==> src/rtl/spi_rx_pkg.sv <==
package spi_rx_pkg;
  localparam int unsigned BYTE_W = 8;
  localparam logic [BYTE_W-1:0] FILL_CODE = 8'h4A;
  localparam logic [BYTE_W-1:0] MARK_CODE = 8'h4D;
  localparam logic [BYTE_W-1:0] FLIP_MASK = 8'h20;
endpackage

==> src/rtl/spi_rx_sync.sv <==
module spi_rx_sync #(
  parameter int unsigned W      = 3,
  parameter int unsigned STAGES = 2,
  parameter logic [W-1:0] RST_VAL = '0
) (
  input  logic         clk_i,
  input  logic         rst_ni,
  input  logic [W-1:0] d_i,
  output logic [W-1:0] q_o
);
  logic [W-1:0] stage_q [STAGES];

  for (genvar s = 0; s < STAGES; s++) begin : g_stage
    always_ff @(posedge clk_i or negedge rst_ni) begin
      if (!rst_ni) stage_q[s] <= RST_VAL;
      else if (s == 0) stage_q[s] <= d_i;
      else stage_q[s] <= stage_q[(s == 0) ? 0 : s-1];
    end
  end

  assign q_o = stage_q[STAGES-1];
endmodule

==> src/rtl/spi_rx_shifter.sv <==
module spi_rx_shifter #(
  parameter int unsigned W = 8,
  localparam int unsigned CNT_W = $clog2(W)
) (
  input  logic         clk_i,
  input  logic         rst_ni,
  input  logic         sclk_s_i,
  input  logic         sdi_s_i,
  input  logic         ss_s_ni,
  output logic         ss_act_o,
  output logic         byte_v_o,
  output logic [W-1:0] byte_o
);
  logic             sclk_q;
  logic [W-1:0]     sr_q;
  logic [CNT_W-1:0] cnt_q;
  logic             rise;
  logic [W-1:0]     sr_nxt;

  assign ss_act_o = ~ss_s_ni;
  assign rise     = sclk_s_i & ~sclk_q;
  assign sr_nxt   = {sr_q[W-2:0], sdi_s_i};

  always_ff @(posedge clk_i or negedge rst_ni) begin
    if (!rst_ni) begin
      sclk_q   <= 1'b0;
      sr_q     <= '0;
      cnt_q    <= '0;
      byte_v_o <= 1'b0;
      byte_o   <= '0;
    end else begin
      sclk_q   <= sclk_s_i;
      byte_v_o <= 1'b0;
      if (!ss_act_o) begin
        sr_q  <= '0;
        cnt_q <= '0;
      end else if (rise) begin
        sr_q <= sr_nxt;
        if (cnt_q == CNT_W'(W-1)) begin
          cnt_q    <= '0;
          byte_v_o <= 1'b1;
          byte_o   <= sr_nxt;
        end else begin
          cnt_q <= cnt_q + 1'b1;
        end
      end
    end
  end
endmodule

==> src/rtl/spi_rx_decoder.sv <==
module spi_rx_decoder
  import spi_rx_pkg::*;
(
  input  logic              clk_i,
  input  logic              rst_ni,
  input  logic              ss_act_i,
  input  logic              byte_v_i,
  input  logic [BYTE_W-1:0] byte_i,
  output logic              esc_o,
  output logic              valid_o,
  output logic [BYTE_W-1:0] data_o
);
  always_ff @(posedge clk_i or negedge rst_ni) begin
    if (!rst_ni) begin
      esc_o   <= 1'b0;
      valid_o <= 1'b0;
      data_o  <= '0;
    end else begin
      valid_o <= 1'b0;
      if (byte_v_i) begin
        if (esc_o) begin
          // escaped byte is always data
          esc_o   <= 1'b0;
          valid_o <= 1'b1;
          data_o  <= byte_i ^ FLIP_MASK;
        end else if (byte_i == MARK_CODE) begin
          esc_o <= 1'b1;
        end else if (byte_i != FILL_CODE) begin
          valid_o <= 1'b1;
          data_o  <= byte_i;
        end
      end
      if (!ss_act_i) esc_o <= 1'b0;
    end
  end
endmodule

==> src/rtl/spi_rx_unstuff.sv <==
module spi_rx_unstuff
  import spi_rx_pkg::*;
#(
  parameter int unsigned SYNC_STAGES = 2
) (
  input  logic              clk_i,
  input  logic              rst_ni,
  input  logic              sclk_i,
  input  logic              sdi_i,
  input  logic              ss_ni,
  output logic [BYTE_W-1:0] data_o,
  output logic              valid_o
);
  logic [2:0]        pins_s;
  logic              ss_act;
  logic              byte_v;
  logic [BYTE_W-1:0] byte_d;
  logic              esc_q;

  // order: {ss, sdi, sclk}; select resets inactive
  spi_rx_sync #(.W(3), .STAGES(SYNC_STAGES), .RST_VAL(3'b100)) u_sync (
    .clk_i  (clk_i),
    .rst_ni (rst_ni),
    .d_i    ({ss_ni, sdi_i, sclk_i}),
    .q_o    (pins_s)
  );

  spi_rx_shifter #(.W(BYTE_W)) u_shift (
    .clk_i    (clk_i),
    .rst_ni   (rst_ni),
    .sclk_s_i (pins_s[0]),
    .sdi_s_i  (pins_s[1]),
    .ss_s_ni  (pins_s[2]),
    .ss_act_o (ss_act),
    .byte_v_o (byte_v),
    .byte_o   (byte_d)
  );

  spi_rx_decoder u_dec (
    .clk_i    (clk_i),
    .rst_ni   (rst_ni),
    .ss_act_i (ss_act),
    .byte_v_i (byte_v),
    .byte_i   (byte_d),
    .esc_o    (esc_q),
    .valid_o  (valid_o),
    .data_o   (data_o)
  );
endmodule

==> config.mk <==
export PLATFORM = sky130hd
export DESIGN_NAME = spi_rx_unstuff
export DESIGN_NICKNAME = d
export VERILOG_FILES = /design/src/rtl/spi_rx_pkg.sv /design/src/rtl/spi_rx_sync.sv /design/src/rtl/spi_rx_shifter.sv /design/src/rtl/spi_rx_decoder.sv /design/src/rtl/spi_rx_unstuff.sv
export SDC_FILE = /design/constraint.sdc
export NUM_CORES = 1
export LEC_CHECK = 0
export ABC_CLOCK_PERIOD_IN_PS = 1900
export BUFFER_PORTS_ARGS = -buffer_cell sky130_fd_sc_hd__buf_4
export CAP_MARGIN = 10
export CORE_MARGIN = 2
export CORE_UTILIZATION = 35
export DETAILED_ROUTE_END_ITERATION = 10
export HOLD_SLACK_MARGIN = 0.12
export PLACE_DENSITY = 0.56
export SLEW_MARGIN = 30
export SYNTH_ARGS = -nofsm -noshare
export SYNTH_HDL_FRONTEND = slang
export SYNTH_HIERARCHICAL = 1
export SYNTH_SLANG_ARGS = --single-unit
==> constraint.sdc <==
create_clock -name clk_i -period 1.9 [get_ports clk_i]
set_input_delay 0.38 -clock clk_i [delete_from_list [all_inputs] [get_ports clk_i]]
set_output_delay 0.38 -clock clk_i [all_outputs]
set_load 0.02 [all_outputs]
=== Word level (Yosys, flattened, before mapping) ===
Cells that the tools add are included.

* Flip-flop bits (word level): 36
* Bits in latches: 0
* RAM bits: 0
* ROM bits: 0
* Input bits: 5
* Output and inout port bits: 9
* Word-level logic and storage cells: 43
* Memories kept: 0

* Add/subtract/negate cells: 1
* $mul: 0
* Div/mod/pow operators: 0
* Magnitude comparators: 0
* Equality and inequality tests: 4
* Shift-type cells: 0
* Mux-type cells: 19
* Bitwise operators: 4
* Reductions and logical operators: 5

{| class="wikitable"
|+ Operators by type and width
! operator !! count
|-
| 8-bit two-way mux || 3
|-
| 7-bit two-way mux || 2
|-
| 1-bit two-way mux || 11
|-
| 3-bit two-way mux || 3
|-
| 8-bit by 7-bit == test with 1-bit output, second input constant || 1
|-
| 8-bit by 7-bit inequality test with 1-bit output, second input constant || 1
|-
| 3-bit AND reduction || 2
|-
| 2-bit nonzero test || 3
|-
| 3-bit by 1-bit adder with 3-bit output, second input constant || 1
|-
| 3-bit == test, second input constant || 1
|-
| 1-bit NOT || 3
|-
| 2-bit by 1-bit inequality test with 1-bit output, second input constant || 1
|-
| 1-bit AND || 1
|}

=== Depth between registers and ports, before layout ===
* Depth after elaboration: 5
* Gate-level depth with buffers: 6
* Gate-level depth less buffers: 4

=== Cells and area by module ===
The synthesis kept the hierarchy.

{| class="wikitable"
|+ By module, submodules not included
! module !! instances !! cells each !! area an instance (µm²) !! seq. area each (µm²)
|-
| spi_rx_shifter || 1 || 68 || 839.6 || 500.5
|-
| spi_rx_decoder || 1 || 48 || 554.3 || 250.2
|-
| spi_rx_sync || 1 || 9 || 175.2 || 152.6
|}

=== Worst setup path after synthesis ===
No wires, ideal clock.

* Path type: reg-to-reg
* Start point: register u_shift.cnt_q[0]
* End point: register u_shift.byte_o[0]
* Library setup time: 0.125 ns
* Data arrival time: 1.318 ns
* Required time: 1.775 ns
* Slack: 0.457 ns
* Stages on the path, launching flop included: 6
* Buffers on the path: 1
* Period minus slack after synthesis: 1.443 ns
* Cells stage by stage: dfrtp_1 > ha_1 > ha_1 > and3_4 > buf_6 > mux2_4

* Word-level cells in the longest chain between the ends: 2

{| class="wikitable"
|+ RTL lines
! item !! line !! text
|-
| start, declared || spi_rx_shifter.sv:16 || <nowiki>logic [CNT_W-1:0] cnt_q;</nowiki>
|-
| start signal, assigned || spi_rx_shifter.sv:44 || <nowiki>cnt_q <= cnt_q + 1'b1;</nowiki>
|-
| 3-bit == test || spi_rx_shifter.sv:39 || <nowiki>if (cnt_q == CNT_W'(W-1)) begin</nowiki>
|-
| 3-bit AND reduction (no source line) || -- ||
|-
| end signal, assigned || spi_rx_shifter.sv:42 || <nowiki>byte_o <= sr_nxt;</nowiki>
|-
| end, declared || spi_rx_shifter.sv:12 || <nowiki>output logic [W-1:0] byte_o</nowiki>
|}

Every way passes these cells.
A chain may end at the register's enable or synchronous reset.

=== Final worst setup path ===
* Start point: register u_shift.byte_o[2]
* End point: register u_dec.data_o[6]

* Word-level cells in the longest chain between the ends: 3
* Elaborated cells on any way between the ends: 5
* Classes of those cells: eq/ne: 3; reduce/logical: 2

{| class="wikitable"
|+ RTL lines
! item !! line !! text
|-
| 8-bit by 7-bit == test with 1-bit output or 8-bit by 7-bit inequality test with 1-bit output (tied branches) || spi_rx_decoder.sv:26, spi_rx_decoder.sv:28 ||
|-
| 2-bit by 1-bit inequality test with 1-bit output (no source line) or 2-bit nonzero test (tied branches) || -- ||
|-
| 3-bit AND reduction (no source line) * || -- ||
|-
| end signal, assigned || spi_rx_decoder.sv:25 || <nowiki>data_o <= byte_i ^ FLIP_MASK;</nowiki>
|-
| end signal, assigned || spi_rx_decoder.sv:30 || <nowiki>data_o <= byte_i;</nowiki>
|-
| end, declared || spi_rx_decoder.sv:11 || <nowiki>output logic [BYTE_W-1:0] data_o</nowiki>
|}

Every way passes the cells marked *; elsewhere a longest branch is shown, timed or not.

==> flow_summary.json <==
{
  "finalWeightedCongestion": 0.718,
  "initial_core_util": 0.363,
  "status": "complete, no violations",
  "worstMarginPinSlew_ns": 0.440,
  "vdd_drop_max_mv": 0.392,
  "hold_path_class": "primary input to flop",
  "crit_family": "flip-flops",
  "drc": 0,
  "finalCritPeriodShare": 0.777,
  "die_h_um": 71.0,
  "synth_cell_type_count": 39,
  "dp_hpwl_mm": 1.76,
  "die_x_um": 71.0,
  "power_density_nw_per_um2": 773,
  "drt_iter0_markers": 33,
  "end_kind": "flop",
  "port-buffer-count": 13,
  "worst_skew_pair.late_latency_ns": 0.29,
  "ys_seq_elements": 36,
  "cts_buffers": 5,
  "slew_headroom": 0.707,
  "vias": 957,
  "htree_levels": 2,
  "cpPeakStageDelay_ns": 0.50,
  "power.leakage_uw": 0.000845,
  "r2r-end": "u_dec/data_o[6]",
  "fin_skew_ns": 0.00630,
  "drv_slew": 0,
  "crit_slowest_cell": "dfrtp_1",
  "synth.avg_cell_area_um2": 12.6,
  "antenna_left": 0,
  "finalSetupTns_ns": 0,
  "grt_max_degree": 37,
  "crit_path_start_kind": "flop",
  "max_freq_ghz": 0.677,
  "postCtsResizedCells": 0,
  "ys.flop_type": "dfrtp_1",
  "viasPerCell": 5.04,
  "clk_pin_slew_ns": 0.07,
  "firstDrtPassIters": 4,
  "cts_tree": "done",
  "layout_commonest_cell": "dfrtp_1",
  "crit_arrival_ns": 1.65,
  "crit_required_ns": 2.07,
  "antenna_found_initial": 0,
  "clock-sinks": 36,
  "wl_per_cell_um": 13.1,
  "reg2reg_slack_ns": 0.42,
  "postSynth.asyncResetShare": 1.00,
  "syn_area_um2": 1570,
  "period_needed_ns": 1.48,
  "synth_edf_count": 0,
  "final_cell_mix": "34 x dfrtp_1, 20 x nand2_1, 13 x buf_4",
  "netlist_instances": 125,
  "r2r_cells": 4,
  "crit_buf_inv": 0,
  "synth_seq_area_share": 0.576,
  "min_to": "u_sync/stage_q[5]",
  "synth_warnings": 6,
  "grt_pass1_vias": 999,
  "rows": 24,
  "ctsLongestPathBuffers": 2,
  "wl_mm": 2.50,
  "fillers": 435,
  "design.core.area_um2": 4320,
  "rsz0062_at_grt": "no",
  "max-cap-violations": 0,
  "die_area_um2": 5030,
  "setup.worst_path.class": "flop to flop",
  "synth_fp_nets": 132,
  "crit_fanout": 10,
  "nets": 144,
  "grt.overflow.total": 0,
  "ios": 14,
  "reg2reg_from": "u_shift/byte_o[2]",
  "cts-root-buf": "clkbuf_8",
  "drive_above_1_share": 0.297,
  "finalSetupViolations": 0,
  "grt_pass1_wl_mm": 4.48,
  "min-delay-start": "ss_ni",
  "hold_depth": 1,
  "areaGrowthSynthToFinish_pct": 12.6,
  "insertedDiodeCount": 0,
  "path_cells": "nor3b_2 -> a21oi_2 -> o21ai_4 -> mux2_4",
  "track_usage": 0.116,
  "utilization": 0.409,
  "hold_viol_final": 0
}
stage by stage:
step | power, uW | instance area, um2 | hold slack, ns | std cells | setup WS (ns)
4_1_cts | 1390 | 1770 | 0.191 | 190 | 0.416
2_1_floorplan | 821 | 1570 | 0.0844 | 125 | 0.457
6_report | 1370 | 1770 | 0.199 | 190 | 0.423
3_3_place_gp | 838 | 1670 | 0.335 | 181 | 0.481
5_1_grt | 1430 | 1770 | 0.187 | 190 | 0.305
3_5_place_dp | 840 | 1670 | 0.335 | 181 | 0.432
power breakdown:
part	total [uW]	internal [uW]	switching (uW)
sequential	788	779	8.89
combinational	36.7	12.5	24.2
clock	541	295	246
cell type report:
type                            instances  area [um2]  share of cell area
Timing Repair Buffer                   14         108              0.0609
Clock buffer                            8        90.1              0.0510
Tap cell                               52        65.1              0.0368
Multi-Input combinational cell         77         589               0.334
Sequential cell                        36         903               0.511
Inverter                                3        11.3             0.00637
what timing repair did:
item,CTS,global route
hold buffers,1,0
hold endpoints to repair,34,0
setup buffers,0,0
per-layer routing:
metal / GRT usage / wire [um] / up-vias / share of wire
met5: 0 / 0 / - / 0
met4: 0.0755 / 76 / 0 / 0.030
met3: 0.0356 / 130 / 8 / 0.052
met2: 0.182 / 1180 / 28 / 0.47
met1: 0.137 / 1110 / 470 / 0.44
li1: - / - / 451 / -
how the worst max path moves through the flow:
stage                            from                 to  slack, ns  cells after the start
floorplan            u_shift/cnt_q[0]  u_shift/byte_o[0]       0.46                      5
global placement    u_shift/byte_o[5]    u_dec/data_o[5]       0.48                      4
detailed placement  u_shift/byte_o[2]    u_dec/data_o[5]       0.43                      4
CTS                 u_shift/byte_o[5]    u_dec/data_o[6]       0.42                      4
global route        u_shift/byte_o[5]    u_dec/data_o[6]       0.30                      4
finish              u_shift/byte_o[2]    u_dec/data_o[6]       0.42                      4
registers in the layout, summed over array words and instances (netlist names):
register          cells
u_dec/data_o          8
u_dec/esc_o           1
u_dec/valid_o         1
u_shift/byte_o        8
u_shift/byte_v_o      1
u_shift/cnt_q         3
u_shift/sclk_q        1
u_shift/sr_q          7
u_sync/q_o            3
u_sync/stage_q        3
cell families after synthesis:
| family | count (synthesis) | share of synthesized area |
|---|---|---|
| AO/OA/AOI/OAI | 22 | 0.0949 |
| AND/OR/NAND/NOR | 39 | 0.144 |
| XOR/XNOR | 1 | 0.00558 |
| buffers and inverters | 12 | 0.0486 |
| adder cells (fa/ha/maj) | 2 | 0.0159 |
| flip-flops | 36 | 0.576 |
| multiplexers | 13 | 0.116 |
cell usage after synthesis, types with 2 or more instances:
master     n  area, um2
clkbuf_1   2       7.51
a31oi_1    2       12.5
mux2i_1    2       20.0
mux2_4    10        150
ha_1       2       25.0
nor2_1     2       7.51
a21o_1     2       15.0
dfrtp_1   34        851
a21oi_1   11       55.1
nor3_1     2       10.0
dfstp_2    2       52.6
a22o_1     2       17.5
buf_4      4       30.0
buf_6      2       22.5
nand2_1   20       75.1
inv_1      3       11.3
Note: power is estimated with default switching activity, not from simulation.
